File: config.mk
export PLATFORM = sky130hd
export DESIGN_NAME = per_imr_regblk
export DESIGN_NICKNAME = d
export VERILOG_FILES = /design/src/rtl/per_imr_pkg.sv /design/src/rtl/per_imr_decode.sv /design/src/rtl/per_imr_mask_next.sv /design/src/rtl/per_imr_reduce.sv /design/src/rtl/per_imr_regblk.sv
export SDC_FILE = /design/constraint.sdc
export NUM_CORES = 1
export LEC_CHECK = 0
export ABC_AREA = 1
export BUFFER_PORTS_ARGS = -buffer_cell sky130_fd_sc_hd__buf_4
export CORE_ASPECT_RATIO = 1.25
export CORE_MARGIN = 3
export CORE_UTILIZATION = 40
export DETAILED_ROUTE_END_ITERATION = 7
export PLACE_DENSITY = 0.75
export SLEW_MARGIN = 20
export SYNTH_ARGS = -nofsm -noshare
export SYNTH_HDL_FRONTEND = slang
export SYNTH_HIERARCHICAL = 1
export SYNTH_SLANG_ARGS = --single-unit
File: constraint.sdc
create_clock -name clk_i -period 0.9 [get_ports clk_i]
set_clock_uncertainty 0.1 [all_clocks]
set_input_delay 0.09 -clock clk_i [delete_from_list [all_inputs] [get_ports clk_i]]
set_output_delay 0.09 -clock clk_i [all_outputs]
set_load 0.05 [all_outputs]
File: src/rtl/per_imr_pkg.sv
package per_imr_pkg;

    // word indices (byte offset >> 2)
    localparam int unsigned WIDX_CMD    = 0;
    localparam int unsigned WIDX_MODE   = 1;
    localparam int unsigned WIDX_STATUS = 2;
    localparam int unsigned WIDX_MSET   = 3;
    localparam int unsigned WIDX_MCLR   = 4;
    localparam int unsigned WIDX_MVIEW  = 5;

    typedef struct packed {
        logic cmd;
        logic mode;
        logic status;
        logic mset;
        logic mclr;
        logic mview;
    } sel_t;

endpackage

File: src/rtl/per_imr_decode.sv
module per_imr_decode
    import per_imr_pkg::*;
#(
    parameter int unsigned ADDR_W = 8
) (
    input  logic [ADDR_W-1:0] addr_i,
    output sel_t              sel_o
);
    localparam int unsigned IDX_W = ADDR_W - 2;

    logic [IDX_W-1:0] widx;
    logic             unused_lsb;

    assign widx       = addr_i[ADDR_W-1:2];
    assign unused_lsb = ^addr_i[1:0];

    always_comb begin
        sel_o        = '0;
        sel_o.cmd    = (widx == IDX_W'(WIDX_CMD));
        sel_o.mode   = (widx == IDX_W'(WIDX_MODE));
        sel_o.status = (widx == IDX_W'(WIDX_STATUS));
        sel_o.mset   = (widx == IDX_W'(WIDX_MSET));
        sel_o.mclr   = (widx == IDX_W'(WIDX_MCLR));
        sel_o.mview  = (widx == IDX_W'(WIDX_MVIEW));
    end
endmodule

File: src/rtl/per_imr_mask_next.sv
module per_imr_mask_next #(
    parameter int unsigned N_EVT = 8
) (
    input  logic [N_EVT-1:0] mask_q_i,
    input  logic [N_EVT-1:0] bits_i,
    input  logic             set_i,
    input  logic             clr_i,
    output logic [N_EVT-1:0] mask_d_o
);
    for (genvar i = 0; i < N_EVT; i++) begin : g_bit
        always_comb begin
            if (clr_i && bits_i[i]) begin
                mask_d_o[i] = 1'b0;
            end else if (set_i && bits_i[i]) begin
                mask_d_o[i] = 1'b1;
            end else begin
                mask_d_o[i] = mask_q_i[i];
            end
        end
    end
endmodule

File: src/rtl/per_imr_reduce.sv
module per_imr_reduce #(
    parameter int unsigned N_EVT = 8
) (
    input  logic [N_EVT-1:0] status_i,
    input  logic [N_EVT-1:0] mask_i,
    output logic             irq_o
);
    logic [N_EVT-1:0] hit;

    assign hit   = status_i & mask_i;
    assign irq_o = |hit;
endmodule

File: src/rtl/per_imr_regblk.sv
module per_imr_regblk
    import per_imr_pkg::*;
#(
    parameter int unsigned DATA_W = 32,
    parameter int unsigned ADDR_W = 8,
    parameter int unsigned N_EVT  = 8,
    parameter int unsigned N_CMD  = 4,
    parameter int unsigned MODE_W = 8
) (
    input  logic              clk_i,
    input  logic              rst_ni,
    input  logic              wr_en_i,
    input  logic              rd_en_i,
    input  logic [ADDR_W-1:0] addr_i,
    input  logic [DATA_W-1:0] wdata_i,
    input  logic [N_EVT-1:0]  evt_i,
    output logic [DATA_W-1:0] rdata_o,
    output logic [N_CMD-1:0]  cmd_pulse_o,
    output logic              irq_o
);
    typedef struct packed {
        logic [N_EVT-1:0]  status;
        logic [N_EVT-1:0]  mask;
        logic [MODE_W-1:0] mode;
        logic [N_CMD-1:0]  cmd;
        logic [DATA_W-1:0] rdata;
    } regs_t;

    regs_t            state_d, state_q;
    sel_t             sel;
    logic [N_EVT-1:0] mask_d;
    logic [N_EVT-1:0] mask_q;
    logic [N_EVT-1:0] status_q;
    logic [DATA_W-1:0] rd_mux;
    logic             unused_wdata;

    assign unused_wdata = ^wdata_i;
    assign mask_q       = state_q.mask;
    assign status_q     = state_q.status;

    per_imr_decode #(.ADDR_W(ADDR_W)) u_decode (
        .addr_i (addr_i),
        .sel_o  (sel)
    );

    per_imr_mask_next #(.N_EVT(N_EVT)) u_mask (
        .mask_q_i (state_q.mask),
        .bits_i   (wdata_i[N_EVT-1:0]),
        .set_i    (wr_en_i && sel.mset),
        .clr_i    (wr_en_i && sel.mclr),
        .mask_d_o (mask_d)
    );

    per_imr_reduce #(.N_EVT(N_EVT)) u_reduce (
        .status_i (state_q.status),
        .mask_i   (state_q.mask),
        .irq_o    (irq_o)
    );

    always_comb begin
        rd_mux = '0;
        if (sel.mode) begin
            rd_mux = DATA_W'(state_q.mode);
        end else if (sel.status) begin
            rd_mux = DATA_W'(state_q.status);
        end else if (sel.mview) begin
            rd_mux = DATA_W'(state_q.mask);
        end
    end

    always_comb begin
        state_d      = state_q;
        state_d.cmd  = '0;
        state_d.mask = mask_d;
        if (wr_en_i && sel.cmd) begin
            state_d.cmd = wdata_i[N_CMD-1:0];
        end
        if (wr_en_i && sel.mode) begin
            state_d.mode = wdata_i[MODE_W-1:0];
        end
        state_d.status = ((rd_en_i && sel.status) ? '0 : state_q.status) | evt_i;
        state_d.rdata  = rd_en_i ? rd_mux : '0;
    end

    always_ff @(posedge clk_i or negedge rst_ni) begin
        if (!rst_ni) begin
            state_q <= '0;
        end else begin
            state_q <= state_d;
        end
    end

    assign rdata_o     = state_q.rdata;
    assign cmd_pulse_o = state_q.cmd;
endmodule

======== Yosys cells after proc, flatten, opt, wreduce, memory -nomap -nowiden ========
Cells that the tools add are included.
storage, ports and cells
  logic and storage cells ................. 72
  input port bits ......................... 52
  output and inout port bits .............. 37
  flip-flop bits (word level) ............. 60
cells by class
  muxes and demuxes ....................... 22
  bitwise operators ....................... 2
  eq/ne operators ......................... 5
  reductions and logical operators ........ 31
operator list
  cell                                                             number
  32-bit two-way mux                                               2
  8-bit two-way mux                                                3
  1-bit logical AND                                                21
  1-bit two-way mux                                                16
  2-bit nonzero test                                               8
  6-bit by 2-bit == test with 1-bit output, second input constant  2
  6-bit by 3-bit == test with 1-bit output, second input constant  2
  8-bit AND                                                        1
  8-bit bitwise OR                                                 1
  8-bit OR reduction                                               1
  6-bit by 1-bit == test with 1-bit output, second input constant  1
  6-bit logical NOT                                                1
  4-bit two-way mux                                                1

======== Longest topological paths before layout ========
Gate-level depths: netlist of run 1.
  depth in word-level cells ............... 5
  mapped depth ............................ 10
  depth with buffers taken out ............ 9

======== Hierarchy ========
Netlist of run 1, hierarchy kept.
by module, submodules not included
  module             area each (µm²)  times used  sequential area each (µm²)  cells an instance
  per_imr_regblk     1664.1           1           900.9                       179
  per_imr_mask_next  190.2            1           0.0                         50
  per_imr_decode     72.6             1           0.0                         18
  per_imr_reduce     56.3             1           0.0                         15

======== Worst setup path before layout of run 1 ========
OpenSTA, ideal clock, no wires.
  path type ............................... input-to-reg
  from .................................... in addr_i[5]
  to ...................................... reg state_q[38] (netlist name)
  buffers on the path ..................... 1
  setup time .............................. 117 ps
  setup slack ............................. -271 ps
  cell stages on the path ................. 7
  data required time ...................... 683 ps
  data arrival time ....................... 953 ps
  cells stage by stage .................... nor2_1 nand2_2 nor2_1 nand2_1 buf_4 nand2_1 o21ai_2
RTL lines
  what                  line                  text
  from (decl)           per_imr_regblk.sv:14  input logic [ADDR_W-1:0] addr_i,
  to (signal assigned)  per_imr_regblk.sv:89  state_q <= state_d;
  to (decl)             per_imr_regblk.sv:29  regs_t state_d, state_q;

======== Final worst setup path of run 1 ========
  from .................................... reg state_q (netlist bit mask_q[3])
  to ...................................... out irq_o
between the ends
  cells in the longest elaborated chain, start to end .. 2
RTL lines
  what                line                  text
  8-bit AND           per_imr_reduce.sv:10  assign hit = status_i & mask_i;
  8-bit OR reduction  per_imr_reduce.sv:11  assign irq_o = |hit;
  to (decl)           per_imr_regblk.sv:19  output logic irq_o
Every way passes these cells.

==> results of run 1 <==
## metrics by stage
| step | TNS (ns) | utilization | hold slack [ns] | total power [W] |
|---|---|---|---|---|
| CTS | -2.83 | 0.561 | 0.00213 | 0.00380 |
| global placement | -9.55 | 0.478 | -0.0321 | 0.00250 |
| finish | -2.96 | 0.583 | 0.0157 | 0.00381 |
| global route | -4.19 | 0.583 | 0.00525 | 0.00402 |
| detailed placement | -10.21 | 0.478 | -0.0296 | 0.00251 |
| floorplan | -1.90 | - | -0.306 | 0.00233 |
## layout by cell type (no fill, tap or decap)
| master | n |
|---|---|
| nor2_1 | 29 |
| clkbuf_8 | 6 |
| nor2_2 | 6 |
| dfrtp_1 | 36 |
| o21ai_2 | 4 |
| buf_2 | 2 |
| a21o_1 | 8 |
| buf_6 | 32 |
| buf_4 | 31 |
| nand2_2 | 16 |
| nor2_4 | 4 |
| clkinv_2 | 2 |
| conb_1 | 24 |
| nand2_1 | 74 |
| nand3_1 | 4 |
| inv_2 | 9 |
| inv_1 | 17 |
| dlygate4sd3_1 | 17 |
| nand2_4 | 2 |
| o21ai_1 | 8 |
## cells by family after synthesis
| kind of cell | count (synthesis) | share of synthesized area |
|---|---|---|
| AND/OR/NAND/NOR | 135 | 0.262 |
| buffers and inverters | 70 | 0.214 |
| other | 1 | 0.00189 |
| AO/OA/AOI/OAI | 20 | 0.0681 |
| flip-flops | 36 | 0.454 |
## worst max-delay path, delay by kind of cell, from the launching register on
family | cells | cell delay, ns
DFF | 1 | 0.40
and+or+nand+nor | 4 | 0.34
buffers and inverters | 1 | 0.15
## cell type report
type,instances,area [µm²],share of cell area
clock buffer,6,82.6,0.0297
clock inverter,2,10.0,0.00361
inverter,26,97.6,0.0352
multi-input combinational,179,837,0.301
sequential,36,901,0.324
tap,60,75.1,0.0270
timing repair buffer,82,773,0.279
## power by group through the flow
| stage | sequential (W) | clock [W] | combinational, W |
|---|---|---|---|
| after floorplan | 0.00180 | 0 | 0.000532 |
| after global placement | 0.00181 | 0 | 0.000690 |
| after detailed placement | 0.00181 | 0 | 0.000701 |
| after CTS | 0.00178 | 0.00121 | 0.000804 |
| after global routing | 0.00180 | 0.00129 | 0.000933 |
| final | 0.00179 | 0.00117 | 0.000855 |
## metal layers
metal | vias to the layer above | share of wire
met5 | - | 0
met2 | 69 | 0.52
met1 | 807 | 0.38
met4 | 0 | 0.044
met3 | 15 | 0.057
li1 | 853 | -
## registers in the layout (all words and copies together), names as in the netlist
name	count
state_q	8
cmd_pulse_o	4
status_q	8
rdata_o	8
mask_q	8
## worst paths after layout
check                             from          end  slack [ns]  depth (start not counted)
min in group asynchronous       rst_ni  status_q[1]        0.19                          2
max reg2reg                status_q[2]   rdata_o[2]       -0.19                          6
max                          mask_q[3]        irq_o       -0.47                          5
min                            rd_en_i   rdata_o[6]        0.02                          3
min reg2reg                state_q[43]  state_q[43]        0.38                          2
max in group asynchronous       rst_ni  state_q[41]        0.19                          2
## timing repair
| action | 4_1_cts | 5_1_grt |
|---|---|---|
| buffers inserted | 4 | 5 |
| endpoints found under the hold margin | 64 | 0 |
| resized for setup | 29 | 36 |
| endpoints found under the setup margin | 35 | 42 |
| pin swaps | 8 | 26 |
| hold buffers | 17 | 0 |
| cloned | 1 | 1 |
==> impl_metrics.tcl, run 1 <==
set metrics [dict create \
    status "finished, violations left" \
    violations "negative setup slack" \
    syn_inst 262 \
    switching_share 0.304 \
    cp_cell_sequence "nand2_1, nand2_1, nor2_1, nand2_2, buf_6" \
    synth_seq_cells 36 \
    leakage_nw 1.49 \
    viasPerCell 4.46 \
    cp_max_fo 2 \
    final_antenna_net_count 0 \
    tritoncts "built" \
    fin_area_um2 2780 \
    min_path_type "input pin to flop" \
    cp-start-kind "flop" \
    yosysUniqueCellTypes 17 \
    ys_seq_area_frac 0.454 \
    gr-total-overflow 0 \
    routedWlPerCell_um 12.1 \
    wl_mm 4.72 \
    async_flop_share 1.00 \
    io_pins 89 \
    fin_crit_ns 1.37 \
    max_freq_mhz 729 \
    instances_no_fill 391 \
    globalplace.congestion 0.821 \
    synth_area_um2 1980 \
    yosysTopAreaCell "dfrtp_1" \
    drtIter0Drc 79 \
    die_w_um 69.0 \
    path_common_cell "nand2_1" \
    drtPass1Iterations 4 \
    port_buffers 38 \
    fin_crit_sh 1.52 \
    vdd_drop_max_mv 0.588 \
    grt_pass1_wl_mm 7.31 \
    placed_area_um2 2280 \
    clock_sinks 36 \
    setup_viol 30 \
    slowest_delay_ns 0.40 \
    grtUsageMet2 0.276 \
    synthTopCellsByCount "nand2_1, buf_4, nor2_1, dfrtp_1, inv_1" \
    grt_max_degree 37 \
    cts_buffers 5 \
    maxSlewViolCount 0 \
    synth_most_common_cell "nand2_1" \
    fillers 407 \
    clock_latency_ns 0.29 \
    drc 0 \
    root_buffer "clkbuf_8" \
    syn_avg_cell_area_um2 7.57 \
    cts_max_path_buffers 2 \
    seq_power_share 0.469 \
    synth_edf_count 0 \
    synthFlopType "dfrtp_1" \
    path_class "flop to output pin" \
    track_usage 0.169 \
    crit_arrival_ns 1.18 \
    place_ws_ns -0.354 \
    endpoint_kind "output pin" \
    clk_pin_slew_ns 0.07 \
    antenna_found_initial 0 \
    start_util 0.416 \
    ys_warn_count 6 \
    hold_violations 0 \
    rsz0062_at_grt "true" \
    powerDensity_nw_per_um2 1370 \
    slowest_stage "dfrtp_1" \
    nets 382 \
    row_count 28 \
    vias 1744 \
    grt_use_met1 0.202 \
    grt_pass1_vias 1656 \
    drive_gt1_frac 0.344 \
    numPlacedInstances 359 \
    top_usage_layer "met2" \
    critPathRequiredTime_ns 0.71 \
    cts-htree-levels 2 \
    hpwl_mm 3.20 \
    maxCapViolCount 0 \
    p_int_w 0.00265 \
    combPwrFrac 0.224 \
    p_sw_w 0.00116 \
    die_h_um 84.7 \
    n_antenna_cell 0 \
    yosys.area.top_type_share 0.454 \
    yosys-top-cells-area "dfrtp_1, nand2_1, buf_4, nor2_1, inv_1" \
    coreArea_um2 4760 \
    globalRouteMet3Util 0.0281 \
    setup_slack_ns -0.471 \
    dieArea_um2 5840 \
    pwr-share-clk 0.306 \
    area_growth_pct 40.0 \
]
No activity file was read; power rests on OpenSTA's default activity.
==> run 2, diff against run 1 <==
--- a/config.mk
+++ b/config.mk
@@ -7,11 +7,13 @@
 export LEC_CHECK = 0
 export ABC_AREA = 1
 export BUFFER_PORTS_ARGS = -buffer_cell sky130_fd_sc_hd__buf_4
+export CAP_MARGIN = 20
 export CORE_ASPECT_RATIO = 1.25
 export CORE_MARGIN = 3
 export CORE_UTILIZATION = 40
 export DETAILED_ROUTE_END_ITERATION = 7
 export PLACE_DENSITY = 0.75
+export RECOVER_POWER = 100
 export SLEW_MARGIN = 20
 export SYNTH_ARGS = -nofsm -noshare
 export SYNTH_HDL_FRONTEND = slang
==> run 2 against run 1 <==
Net effect: the flow still finishes with violations (negative setup slack); clock-buffer cell count unchanged; sequential cell count did not move; cell count stayed put; clock power about the same; setup slack worse by 0.017 ns; wire length decreased by 0.19%.
==> impl_metrics.tcl, run 2 (same netlist as run 1, synthesis figures left out) <==
set metrics [dict create \
    wl_mm 4.71 \
    min_path_type "input pin to flop" \
    seq_power_share 0.470 \
    fin_crit_sh 1.54 \
    vdd_drop_max_mv 0.588 \
    dieArea_um2 5840 \
    area_growth_pct 38.6 \
    antenna_found_initial 0 \
    globalplace.congestion 0.821 \
    routedWlPerCell_um 12.0 \
    tritoncts "built" \
    root_buffer "clkbuf_8" \
    switching_share 0.304 \
    max_freq_mhz 720 \
    p_int_w 0.00265 \
    drtPass1Iterations 4 \
    cp_max_fo 2 \
    start_util 0.416 \
    grt_max_degree 37 \
    path_class "flop to output pin" \
    status "finished, violations left" \
    n_antenna_cell 0 \
    r2r-end "rdata_o[2]" \
    crit_arrival_ns 1.20 \
    setup_slack_ns -0.488 \
    fin_hold_ws_ns 0.0131 \
    io_pins 89 \
    grt_pass1_wl_mm 7.31 \
    fin_area_um2 2750 \
    violations "negative setup slack" \
    die_w_um 69.0 \
    setup_viol 31 \
    fillers 418 \
    clk_pin_slew_ns 0.07 \
    coreArea_um2 4760 \
    hold_violations 0 \
    min_path_cells 3 \
    drc 0 \
    nets 382 \
    rsz0062_at_grt "true" \
    final_util 0.577 \
    cts_max_path_buffers 2 \
    row_count 28 \
    port_buffers 38 \
    track_usage 0.169 \
    clock_latency_ns 0.29 \
    pwr-share-clk 0.307 \
    hold_path_startpoint "rd_en_i" \
    clock_sinks 36 \
    drtIter0Drc 78 \
    leakage_nw 1.47 \
    maxSlewViolCount 0 \
    fin_crit_ns 1.39 \
    combPwrFrac 0.222 \
    critPathRequiredTime_ns 0.71 \
    reg2regPathDepth 6 \
    cts_buffers 5 \
    maxCapViolCount 0 \
    powerDensity_nw_per_um2 1380 \
    vias 1735 \
    placed_area_um2 2280 \
    r2r_slack_ns -0.19 \
    drive_gt1_frac 0.335 \
    final_antenna_net_count 0 \
    endpoint_kind "output pin" \
    gr-total-overflow 0 \
    most-common-layout-cells "nand2_1, dfrtp_1, buf_6, nor2_1, buf_4" \
    grt_pass1_vias 1656 \
    hpwl_mm 3.20 \
    die_h_um 84.7 \
    r2r_start "status_q[2]" \
    cts-htree-levels 2 \
    place_ws_ns -0.354 \
    viasPerCell 4.44 \
    finalPower_w 0.00380 \
    final_common_cell "nand2_1" \
    cp-start-kind "flop" \
    p_sw_w 0.00116 \
    hold_end "rdata_o[3]" \
]
## run 2: cell types whose count changed in the layout (fill, tap and decap cells not counted), sizes merged
cell,previous run,this run
buf,65,58
clkbuf,6,13
## run 2: routing by layer
layer / track usage / wire length, µm / up-vias
li1: - / - / 854
met1: 0.202 / 1790 / 797
met2: 0.276 / 2460 / 69
met3: 0.0281 / 260 / 15
met4: 0.101 / 206 / 0
met5: 0 / 0 / -
## run 2: cell type report
class / count / area (µm²) / area share
flip-flops and latches: 36 / 901 / 0.328
multi-input cells: 179 / 832 / 0.303
repair buffers: 82 / 751 / 0.273
inverters: 26 / 97.6 / 0.0355
clock buffers: 6 / 82.6 / 0.0300
well taps: 60 / 75.1 / 0.0273
clock inverters: 2 / 10.0 / 0.00364
## run 2: what timing repair did
item	in CTS	in global routing
endpoints found under the setup margin	35	42
gates resized for setup	29	36
pin swaps	8	26
cloned	1	1
hold buffers	17	0
endpoints found under the hold margin	64	0
setup buffers	4	5
## run 2: power groups by stage
stage | clock network (W) | logic [W] | registers [W]
after floorplan | 0 | 0.000532 | 0.00180
after global placement | 0 | 0.000690 | 0.00181
after detailed placement | 0 | 0.000701 | 0.00181
after CTS | 0.00121 | 0.000804 | 0.00178
after global routing | 0.00129 | 0.000923 | 0.00180
final | 0.00117 | 0.000846 | 0.00179
## run 2: worst max-delay path by stage
stage                         start         end  slack [ns]  cells after the start
after floorplan           addr_i[7]  rdata_o[0]       -0.11                      7
after CTS                 mask_q[1]       irq_o       -0.46                      5
after global routing      mask_q[3]       irq_o       -0.53                      5
after detailed placement  addr_i[7]   mask_q[4]       -0.35                     11
final                     mask_q[3]       irq_o       -0.49                      5
after global placement    addr_i[7]  rdata_o[1]       -0.32                      8
## run 2: worst max-delay path, stage by stage (launching register included)
cell and delay [ns]:
dfrtp_1 0.40, nand2_1 0.09, nand2_1 0.07, nor2_1 0.12, nand2_2 0.08, buf_6 0.15
## run 2: per-stage QoR
step / TNS [ns] / std cells
2_1_floorplan: -1.90 / 285
3_3_place_gp: -9.55 / 359
3_5_place_dp: -10.21 / 359
4_1_cts: -2.83 / 389
5_1_grt: -4.39 / 391
6_report: -2.92 / 391
==> run 3, diff against run 2 <==
==> constraint.sdc (replaced) <==
create_clock -name clk_i -period 0.9 [get_ports clk_i]
set_clock_uncertainty 0.1 [all_clocks]
set_input_delay 0.09 -clock clk_i [delete_from_list [all_inputs] [get_ports clk_i]]
set_output_delay 0.09 -clock clk_i [all_outputs]
set_load 0.01 [all_outputs]
==> run 3 against run 2 <==
Net effect: the flow still finishes with violations (negative setup slack); setup slack better by 0.072 ns; combinational power fell by 23%; via count grew 2.0%; global-route usage rose by 0.14 points; total power shrank 7.5%; sequential power about the same; register-to-register slack got worse by 0.05 ns; critical endpoint unchanged.
==> impl_metrics.tcl, run 3 (same netlist as run 1, synthesis figures left out) <==
set metrics [dict create \
    status "finished, violations left" \
    violations "negative setup slack" \
    area_growth_pct 38.5 \
    most-common-layout-cells "nand2_1, dfrtp_1, nor2_1, buf_6, buf_4" \
    cts_max_path_buffers 2 \
    switching_share 0.267 \
    path_common_cell "nand2_1" \
    cts-htree-levels 2 \
    instances_no_fill 390 \
    setup_slack_ns -0.416 \
    fin_crit_sh 1.46 \
    crit_arrival_ns 1.13 \
    drc 0 \
    grt_pass1_wl_mm 7.35 \
    max_freq_mhz 760 \
    grt_max_degree 37 \
    row_count 28 \
    globalplace.congestion 0.846 \
    start_util 0.416 \
    die_w_um 69.0 \
    nets 382 \
    cts_buffers 5 \
    viasPerCell 4.54 \
    tritoncts "built" \
    maxCapViolCount 0 \
    rsz0062_at_grt "true" \
    min_path_type "input pin to flop" \
    critPathRequiredTime_ns 0.71 \
    seq_power_share 0.510 \
    routedWlPerCell_um 12.0 \
    clock_sinks 36 \
    antenna_found_initial 0 \
    final_antenna_net_count 0 \
    drtIter0Drc 83 \
    fin_area_um2 2750 \
    cp_cell_sequence "nand2_1, nand2_1, nor2_1, nand2_1, buf_6" \
    drtPass1Iterations 6 \
    powerDensity_nw_per_um2 1280 \
    combPwrFrac 0.185 \
    clock_latency_ns 0.29 \
    root_buffer "clkbuf_8" \
    cp-start-kind "flop" \
    slowest_stage "dfrtp_1" \
    track_usage 0.170 \
    slowest_delay_ns 0.41 \
    port_buffers 38 \
    leakage_nw 1.47 \
    n_antenna_cell 0 \
    path_class "flop to output pin" \
    final_util 0.577 \
    placed_area_um2 2230 \
    numPlacedInstances 352 \
    endpoint_kind "output pin" \
    final_common_cell "nand2_1" \
    vdd_drop_max_mv 0.621 \
    io_pins 89 \
    gr-total-overflow 0 \
    wl_mm 4.69 \
    p_int_w 0.00258 \
    fin_hold_ws_ns 0.0346 \
    cp_max_fo 2 \
    setup_viol 26 \
    hpwl_mm 3.09 \
    fin_crit_ns 1.32 \
    clk_pin_slew_ns 0.07 \
    hold_violations 0 \
    vias 1770 \
    coreArea_um2 4760 \
    die_h_um 84.7 \
    dieArea_um2 5840 \
    maxSlewViolCount 0 \
    p_sw_w 0.000939 \
    pwr-share-clk 0.305 \
    grt_pass1_vias 1718 \
    drive_gt1_frac 0.306 \
]
## run 3: changes by cell type in the layout (fill, tap and decap cells not counted), moves of 2 or more
| cell | before | now |
|---|---|---|
| nor2_1 | 29 | 32 |
| nand2_4 | 2 | 0 |
| nand2_1 | 74 | 79 |
| buf_6 | 31 | 29 |
| buf_4 | 25 | 28 |
| dlymetal6s4s_1 | 0 | 3 |
| nor2_2 | 7 | 3 |
| clkbuf_2 | 3 | 0 |
| nand2_2 | 16 | 12 |
## run 3: power groups by stage
stage | clock network [W] | registers [W] | logic [W]
floorplan | 0 | 0.00180 | 0.000333
global placement | 0 | 0.00181 | 0.000475
detailed placement | 0 | 0.00181 | 0.000488
finish | 0.00107 | 0.00179 | 0.000650
global route | 0.00115 | 0.00180 | 0.000736
CTS | 0.00109 | 0.00178 | 0.000603
## run 3: per-stage QoR
step	TNS (ns)	worst slack [ns]	total power [W]
final	-2.46	-0.416	0.00352
after global routing	-3.60	-0.479	0.00369
after CTS	-2.31	-0.406	0.00348
after detailed placement	-10.05	-0.351	0.00230
after global placement	-9.00	-0.327	0.00229
after floorplan	-1.83	-0.107	0.00213
## run 3: routing by layer
metal	GRT usage	up-vias	share of wire	wire, µm
met5	0	-	0	0
met4	0.106	0	0.044	206
met3	0.0375	19	0.066	308
met2	0.282	82	0.53	2460
met1	0.192	811	0.36	1710
li1	-	858	-	-
## run 3: layout make-up
class	count	area, µm²
fill	439	2020
tap	60	75.1
multi-input combinational	179	821
clock inverter	1	5.00
clock buffer	6	72.6
sequential	36	901
timing repair buffer	82	773
inverter	26	100
## run 3: repair_timing
item,in CTS,in global routing
gates resized for setup,27,35
pin swaps,14,22
buffers inserted,9,8
cloned,1,1
endpoints found under the hold margin,60,0
setup endpoints to repair,31,45
hold buffers,20,0
## run 3: worst max-delay path, delay by kind of cell (launching register included)
kind,cells,cell delay [ns]
AND/OR/NAND/NOR,4,0.31
buffers and inverters,1,0.12
flip-flops,1,0.41
## run 3: final timing paths
check                                  from        endpoint  slack, ns  cells after the start
worst max-delay path            status_q[5]           irq_o      -0.42                      5
worst min-delay path                rd_en_i      rdata_o[6]       0.03                      3
worst max register to register  status_q[5]      rdata_o[5]      -0.24                      6
worst min register to register  state_q[41]     state_q[41]       0.38                      2
max in group asynchronous            rst_ni     status_q[4]       0.13                      2
min in group asynchronous            rst_ni  cmd_pulse_o[2]       0.23                      2
